**config.mk**
```make
export PLATFORM = sky130hd
export DESIGN_NAME = flow_ctl
export DESIGN_NICKNAME = d
export VERILOG_FILES = /design/src/rtl/flow_pkg.sv /design/src/rtl/flow_cond.sv /design/src/rtl/flow_target.sv /design/src/rtl/flow_seq.sv /design/src/rtl/flow_ctl.sv
export SDC_FILE = /design/constraint.sdc
export NUM_CORES = 1
export LEC_CHECK = 0
export CORE_ASPECT_RATIO = 1.75
export CORE_MARGIN = 1
export CORE_UTILIZATION = 25
export DETAILED_ROUTE_END_ITERATION = 12
export GPL_ROUTABILITY_DRIVEN = 0
export MAX_ROUTING_LAYER = met4
export PLACE_DENSITY_LB_ADDON = 0.08
export SYNTH_ARGS = -nofsm -noshare
export SYNTH_HDL_FRONTEND = slang
export SYNTH_HIERARCHICAL = 1
export SYNTH_SLANG_ARGS = --single-unit
```
**constraint.sdc**
```tcl
create_clock -name clk -period 8.5 [get_ports clk]
set_input_delay 0.85 -clock clk [delete_from_list [all_inputs] [get_ports clk]]
set_output_delay 0.85 -clock clk [all_outputs]
set_load 0.02 [all_outputs]
```
**src/rtl/flow_pkg.sv**
```systemverilog
// flow_pkg: shared encodings for the stack and jump control unit.
// Assumes status-word flag positions C=0, Z=1, N=2, V=8.
package flow_pkg;

    typedef enum logic [2:0] {
        OP_JUMP = 3'd0,
        OP_PUSH = 3'd1,
        OP_POP  = 3'd2,
        OP_CALL = 3'd3,
        OP_RET  = 3'd4,
        OP_RETI = 3'd5
    } flow_op_e;

    typedef enum logic [2:0] {
        CC_NZ  = 3'd0,
        CC_Z   = 3'd1,
        CC_NC  = 3'd2,
        CC_C   = 3'd3,
        CC_N   = 3'd4,
        CC_GE  = 3'd5,
        CC_LT  = 3'd6,
        CC_ALW = 3'd7
    } cond_e;

    typedef enum logic [1:0] {
        ST_IDLE = 2'd0,
        ST_ACC1 = 2'd1,
        ST_ACC2 = 2'd2,
        ST_DONE = 2'd3
    } seq_st_e;

    localparam int FLAG_C = 0;
    localparam int FLAG_Z = 1;
    localparam int FLAG_N = 2;
    localparam int FLAG_V = 8;

endpackage

```
**src/rtl/flow_cond.sv**
```systemverilog
// flow_cond: decides whether a relative jump is taken.
// Purely combinational; assumes the flags are already extracted from the status word.
module flow_cond
    import flow_pkg::*;
(
    input  logic [2:0] cond,
    input  logic       flag_c,
    input  logic       flag_z,
    input  logic       flag_n,
    input  logic       flag_v,
    output logic       taken
);

    logic sign_mismatch;

    // Signed comparisons use the disagreement between sign and overflow.
    assign sign_mismatch = flag_n ^ flag_v;

    // Select the flag test named by the condition code.
    always_comb begin
        case (cond_e'(cond))
            CC_NZ:   taken = !flag_z;
            CC_Z:    taken = flag_z;
            CC_NC:   taken = !flag_c;
            CC_C:    taken = flag_c;
            CC_N:    taken = flag_n;
            CC_GE:   taken = !sign_mismatch;
            CC_LT:   taken = sign_mismatch;
            default: taken = 1'b1;
        endcase
    end

endmodule

```
**src/rtl/flow_target.sv**
```systemverilog
// flow_target: next PC for a jump, PC + 2 plus twice the signed word offset when taken.
// Assumes DW > OFFW so that the doubled offset fits in a word.
module flow_target #(
    parameter int DW   = 16,
    parameter int OFFW = 10
) (
    input  logic [DW-1:0]   pc,
    input  logic [OFFW-1:0] offset,
    input  logic            taken,
    output logic [DW-1:0]   next_pc
);

    localparam int PADW = DW - OFFW - 1;
    localparam logic [DW-1:0] STEP = {{(DW-2){1'b0}}, 2'b10};

    logic [DW-1:0] byte_dist;

    // Sign-extend and double the word offset; the variant depends on the spare width.
    generate
        if (PADW > 0) begin : g_pad
            assign byte_dist = {{PADW{offset[OFFW-1]}}, offset, 1'b0};
        end else begin : g_nopad
            assign byte_dist = {offset[DW-2:0], 1'b0};
        end
    endgenerate

    // Fall-through address, plus the distance when the jump is taken.
    assign next_pc = pc + STEP + (taken ? byte_dist : '0);

endmodule

```
**src/rtl/flow_seq.sv**
```systemverilog
// flow_seq: sequencer for jumps and stack operations with one memory access per state.
// Assumes mem_rdata is valid combinationally in the cycle mem_re is high.
module flow_seq
    import flow_pkg::*;
#(
    parameter int DW = 16
) (
    input  logic          clk,
    input  logic          rst_n,
    input  logic          start,
    input  logic [2:0]    op,
    input  logic          byte_mode,
    input  logic [DW-1:0] operand,
    input  logic [DW-1:0] pc_in,
    input  logic [DW-1:0] sp_in,
    input  logic [DW-1:0] sr_in,
    input  logic [DW-1:0] jump_pc,
    input  logic [DW-1:0] mem_rdata,
    output logic          busy,
    output logic          done,
    output logic [DW-1:0] pc_out,
    output logic [DW-1:0] sp_out,
    output logic [DW-1:0] sr_out,
    output logic [DW-1:0] pop_data,
    output logic [DW-1:0] mem_addr,
    output logic [DW-1:0] mem_wdata,
    output logic [DW/8-1:0] mem_be,
    output logic          mem_we,
    output logic          mem_re
);

    localparam int LANES = DW / 8;
    localparam logic [DW-1:0] STEP = {{(DW-2){1'b0}}, 2'b10};
    localparam logic [LANES-1:0] LOW_LANE = {{(LANES-1){1'b0}}, 1'b1};

    seq_st_e       st_q;
    flow_op_e      op_q;
    logic          byte_q;
    logic [DW-1:0] opnd_q;
    logic [DW-1:0] pc_q;
    logic [DW-1:0] sp_q;
    logic [DW-1:0] sr_q;
    logic [DW-1:0] data_q;
    logic          is_write;
    logic          is_read;

    // Which operations write and which read in their first access.
    assign is_write = (op_q == OP_PUSH) || (op_q == OP_CALL);
    assign is_read  = (op_q == OP_POP) || (op_q == OP_RET) || (op_q == OP_RETI);

    // State and result registers advance one access per cycle.
    always_ff @(posedge clk) begin
        if (!rst_n) begin
            st_q   <= ST_IDLE;
            op_q   <= OP_JUMP;
            byte_q <= 1'b0;
            opnd_q <= '0;
            pc_q   <= '0;
            sp_q   <= '0;
            sr_q   <= '0;
            data_q <= '0;
        end else begin
            case (st_q)
                ST_IDLE: if (start) begin
                    op_q   <= flow_op_e'(op);
                    byte_q <= byte_mode;
                    opnd_q <= operand;
                    sp_q   <= sp_in;
                    sr_q   <= sr_in;
                    pc_q   <= (flow_op_e'(op) == OP_JUMP) ? jump_pc : pc_in;
                    if (op > 3'd0 && op < 3'd6) st_q <= ST_ACC1;
                    else                        st_q <= ST_DONE;
                end
                ST_ACC1: begin
                    st_q <= ST_DONE;
                    case (op_q)
                        OP_PUSH: sp_q <= sp_q - STEP;
                        OP_CALL: begin
                            sp_q <= sp_q - STEP;
                            pc_q <= opnd_q;
                        end
                        OP_POP: begin
                            data_q <= byte_q ? {{(DW-8){1'b0}}, mem_rdata[7:0]} : mem_rdata;
                            sp_q   <= sp_q + STEP;
                        end
                        OP_RET: begin
                            pc_q <= mem_rdata;
                            sp_q <= sp_q + STEP;
                        end
                        OP_RETI: begin
                            sr_q <= mem_rdata;
                            sp_q <= sp_q + STEP;
                            st_q <= ST_ACC2;
                        end
                        default: ;
                    endcase
                end
                ST_ACC2: begin
                    pc_q <= mem_rdata;
                    sp_q <= sp_q + STEP;
                    st_q <= ST_DONE;
                end
                default: st_q <= ST_IDLE;
            endcase
        end
    end

    // Memory strobes, address, data and lanes decoded from the current access state.
    always_comb begin
        mem_we    = 1'b0;
        mem_re    = 1'b0;
        mem_addr  = sp_q;
        mem_wdata = '0;
        mem_be    = '1;
        if (st_q == ST_ACC1 && is_write) begin
            mem_we   = 1'b1;
            mem_addr = sp_q - STEP;
            if (op_q == OP_CALL) begin
                mem_wdata = pc_q + STEP;
            end else if (byte_q) begin
                mem_wdata = {{(DW-8){1'b0}}, opnd_q[7:0]};
                mem_be    = LOW_LANE;
            end else begin
                mem_wdata = opnd_q;
            end
        end else if ((st_q == ST_ACC1 && is_read) || st_q == ST_ACC2) begin
            mem_re = 1'b1;
        end
    end

    assign busy     = (st_q != ST_IDLE);
    assign done     = (st_q == ST_DONE);
    assign pc_out   = pc_q;
    assign sp_out   = sp_q;
    assign sr_out   = sr_q;
    assign pop_data = data_q;

    // read and write strobes are exclusive.
    p_strobe_excl_r12: assert property (@(posedge clk) disable iff (!rst_n)
        !(mem_we && mem_re));

    // no access while idle or while reporting completion.
    p_quiet_edges_r12: assert property (@(posedge clk) disable iff (!rst_n)
        (!busy || done) |-> (!mem_we && !mem_re));

    // after a write, the stack pointer sits at the written address.
    p_write_sp_r5: assert property (@(posedge clk) disable iff (!rst_n)
        mem_we |=> (sp_out == $past(mem_addr)));

    // after a read, the stack pointer is one word past the read address.
    p_read_sp_r7: assert property (@(posedge clk) disable iff (!rst_n)
        mem_re |=> (sp_out == $past(mem_addr) + STEP));

    // the second RETI read follows the first one word higher.
    p_reti_second_r10: assert property (@(posedge clk) disable iff (!rst_n)
        (mem_re && $past(mem_re)) |-> (mem_addr == $past(mem_addr) + STEP));

    // completion is a single-cycle pulse.
    p_done_pulse_r11: assert property (@(posedge clk) disable iff (!rst_n)
        done |=> !done);

    // a partial-lane write carries nothing above the low byte.
    p_byte_lane_r6: assert property (@(posedge clk) disable iff (!rst_n)
        (mem_we && mem_be != '1) |-> (mem_wdata[DW-1:8] == '0));

endmodule

```
**src/rtl/flow_ctl.sv**
```systemverilog
// flow_ctl: top of the stack and jump control unit.
// Assumes start is only acted on while idle; results are valid while done is high.
module flow_ctl
    import flow_pkg::*;
#(
    parameter int DW   = 16,
    parameter int OFFW = 10
) (
    input  logic          clk,
    input  logic          rst_n,
    input  logic          start,
    input  logic [2:0]    op,
    input  logic [2:0]    cond,
    input  logic [OFFW-1:0] offset,
    input  logic          byte_mode,
    input  logic [DW-1:0] operand,
    input  logic [DW-1:0] pc_in,
    input  logic [DW-1:0] sp_in,
    input  logic [DW-1:0] sr_in,
    input  logic [DW-1:0] mem_rdata,
    output logic          busy,
    output logic          done,
    output logic [DW-1:0] pc_out,
    output logic [DW-1:0] sp_out,
    output logic [DW-1:0] sr_out,
    output logic [DW-1:0] pop_data,
    output logic [DW-1:0] mem_addr,
    output logic [DW-1:0] mem_wdata,
    output logic [DW/8-1:0] mem_be,
    output logic          mem_we,
    output logic          mem_re
);

    logic          taken;
    logic [DW-1:0] jump_pc;

    flow_cond u_cond (
        .cond   (cond),
        .flag_c (sr_in[FLAG_C]),
        .flag_z (sr_in[FLAG_Z]),
        .flag_n (sr_in[FLAG_N]),
        .flag_v (sr_in[FLAG_V]),
        .taken  (taken)
    );

    flow_target #(.DW(DW), .OFFW(OFFW)) u_target (
        .pc      (pc_in),
        .offset  (offset),
        .taken   (taken),
        .next_pc (jump_pc)
    );

    flow_seq #(.DW(DW)) u_seq (
        .clk       (clk),
        .rst_n     (rst_n),
        .start     (start),
        .op        (op),
        .byte_mode (byte_mode),
        .operand   (operand),
        .pc_in     (pc_in),
        .sp_in     (sp_in),
        .sr_in     (sr_in),
        .jump_pc   (jump_pc),
        .mem_rdata (mem_rdata),
        .busy      (busy),
        .done      (done),
        .pc_out    (pc_out),
        .sp_out    (sp_out),
        .sr_out    (sr_out),
        .pop_data  (pop_data),
        .mem_addr  (mem_addr),
        .mem_wdata (mem_wdata),
        .mem_be    (mem_be),
        .mem_we    (mem_we),
        .mem_re    (mem_re)
    );

    // a jump started from idle completes on the very next cycle.
    p_jump_latency_r4: assert property (@(posedge clk) disable iff (!rst_n)
        (start && !busy && op == 3'd0) |=> done);

endmodule

```
==> summary.txt <==
outcome - complete, no violations
core area - 25300 sq um
syn_area_per_cell - 7.77 sq um
Hold Crit Class - reg2reg
reg2reg start - u_seq/op_q[1]
top post-synthesis cells by area - dfxtp_1, a21oi_1, ha_1
CTS tree - done
IO Count - 202
ys flop type - dfxtp_1
detailed-route via count - 6893
Final min period - 4.66 ns
clock latency on the worst-skew pair - 0.36 ns
drt initial violations - 427
FF-to-FF setup slack - 5.53 ns
Final Skew - 0.0108 ns
port buffer count - 200
Pleak - 3.25 nW
met2 routed WL - 15.6 mm
post-synth top area share - 26.6%
final hold vios - 0
Inserted Diodes - 0
hold buffers post-CTS - 0
fillers - 2763
Power Density - 281 nW/um^2
VDD IR max - 0.000102 V
via-per-instance ratio - 5.25
Met1 Wirelength - 9.73 mm
initial antenna violation count - 0
Layout area overhead - 38.1%
die extent in y - 215 um
layout cells sized above 1 - 5.82%
GRT Total Usage - 21.3%
post-CTS sizing - 0
CP Class - in2reg
setup violators final - 0
Highest Clock Rate - 0.214 GHz
top routing layer used - met4
Core Util, Final - 35.3%
first-pass GRT wire length - 40.7 mm
CTS H-Tree Depth - 3
largest net degree at the start of global routing - 65
WL/cell - 20.6 um
CP startpoint - cond[1]
router iterations before antenna repair - 5
gate count after technology mapping - 834
RSZ-0062 raised after global routing - no
Slew Viols, Final - 0
Post-synth EDFFs - 0
worst r2r path cells - 5
Num CTS Buffers - 9
metal3 WL - 906 um
crit path launch type - input port
ys async rst share - 0%
WP data required - 8.75 ns
reg2reg end - u_seq/pc_out[13]
max cap viols - 0
worst-margin pin slew - 1.04 ns
Synth Warn # - 6
Post-DP HPWL - 20.7 mm
synth cell count leaders - nand2_1, dfxtp_1, a21oi_1, nor2_1, a211oi_1
grt total ovfl - 0
Worst Setup EP - u_seq/pc_out[13]
layout net count - 1123
dominant cell type by area after synthesis - dfxtp_1
Root Driver - clkbuf_16
relative slew slack - 30.3%
synthesized cell area - 6480 sq um
period utilisation layout - 54.9%
WP data arrival - 4.92 ns
Crit Path Max Fanout - 15
Initial Util - 25.6%
vias in the first global route - 6837
Die X - 124 um
CP endpoint kind - flip-flop
DRC violations left - 0
Post-Syn Nets - 965
Die Area - 26600 sq um
most frequent cell after synthesis - nand2_1
Worst-path clk slew - 0.07 ns
Post-CTS Setup Inserts - 0
Clock Sinks - 86
TNS Setup - 0 ns
final wirelength - 27.1 mm
row count - 77
clock tree buffer depth - 2
post-synthesis sequential area ratio - 26.6%
Routed Antenna Nets - 0
post-synthesis register bit count - 86
Cell variety after synth - 84
stage by stage:
stage / hold slack [ns] / worst slack [ns] / instance area (sq um) / std cells / total power (W)
2_1_floorplan: 0.446 / 4.44 / 6480 / 834 / 0.00158
3_3_place_gp: 0.441 / 3.44 / 8660 / 1297 / 0.00214
3_5_place_dp: 0.446 / 3.40 / 8660 / 1297 / 0.00214
4_1_cts: 0.456 / 3.79 / 8950 / 1313 / 0.00254
5_1_grt: 0.472 / 3.50 / 8950 / 1313 / 0.00269
6_report: 0.457 / 3.84 / 8950 / 1313 / 0.00251
worst min-delay path by stage:
stage                                    to  slack (ns)  cells past startpoint         startpoint
final                     u_seq/pop_data[7]        0.46                      2  u_seq/pop_data[7]
after global routing      u_seq/pop_data[4]        0.47                      2  u_seq/pop_data[4]
after CTS                 u_seq/pop_data[7]        0.46                      2  u_seq/pop_data[7]
after detailed placement  u_seq/pop_data[7]        0.45                      2  u_seq/pop_data[7]
after global placement    u_seq/pop_data[3]        0.44                      2  u_seq/pop_data[3]
after floorplan             u_seq/opnd_q[4]        0.45                      2    u_seq/opnd_q[4]
final cells by class:
type	instances	area, sq um	share of cell area, %
timing repair buffer	212	2090	23.4
clock inverter	5	41.3	0.461
clock buffer	11	243	2.71
inverter	25	93.8	1.05
multi-input combinational	658	4360	48.7
sequential	86	1720	19.2
tap	316	395	4.42
where the power goes:
group          total [W]  switching [W]  leakage (nW)  internal, W
Sequential      0.000662       0.000156         0.706     0.000507
Clock           0.000394       0.000184         0.138     0.000210
Combinational    0.00146       0.000859          2.40     0.000599
Total            0.00251        0.00120          3.25      0.00132
cell families after synthesis:
family | Yosys count | synth area share [%]
xor gates and xnor gates | 44 | 5.95
muxes | 19 | 3.01
buffers and inverters | 90 | 6.41
adders and majority gates | 31 | 6.10
other | 1 | 0.0579
and+or+nand+nor | 311 | 24.7
AOI/OAI and AO/OA | 252 | 27.2
DFF | 86 | 26.6
routing by layer:
| layer | vias to the layer above | track usage (%) |
|---|---|---|
| met1 | 3263 | 21.0 |
| met4 | 0 | 7.43 |
| met3 | 43 | 2.31 |
| met5 | - | - |
| li1 | 3363 | - |
| met2 | 224 | 41.1 |
registers in the layout (all words and copies together) (netlist names):
name / flops
u_seq/sp_out: 16
u_seq/st_q: 2
u_seq/opnd_q: 16
u_seq/pop_data: 16
u_seq/byte_q: 1
u_seq/sr_out: 16
u_seq/op_q: 3
u_seq/pc_out: 16
placed cells by master (no fill, tap or decap), drive strengths merged, types with 18 or more instances in the layout:
| cell | synthesis | final |
|---|---|---|
| a211oi | 45 | 45 |
| a21oi | 84 | 84 |
| and3 | 22 | 22 |
| clkdlybuf4s50 | 0 | 200 |
| dfxtp | 86 | 86 |
| ha | 30 | 30 |
| inv | 24 | 27 |
| mux2i | 18 | 18 |
| nand2 | 95 | 95 |
| nand3 | 19 | 19 |
| nor2 | 67 | 67 |
| nor2b | 28 | 28 |
| o21ai | 23 | 23 |
| xnor2 | 28 | 28 |
worst max-delay path, cell delays in order:
cell and delay (ns):
clkdlybuf4s50_1 0.54, mux2i_1 0.25, nor3_1 0.08, a2111oi_2 0.55
buf_4 0.30, and2_1 0.15, ha_1 0.23, ha_1 0.37
a21o_1 0.21, a31oi_1 0.19, nand2_1 0.14, a31oi_1 0.27
a311oi_1 0.16, a211oi_1 0.31, a21oi_1 0.08, a22o_1 0.22
(Power assumes the default switching activity.)
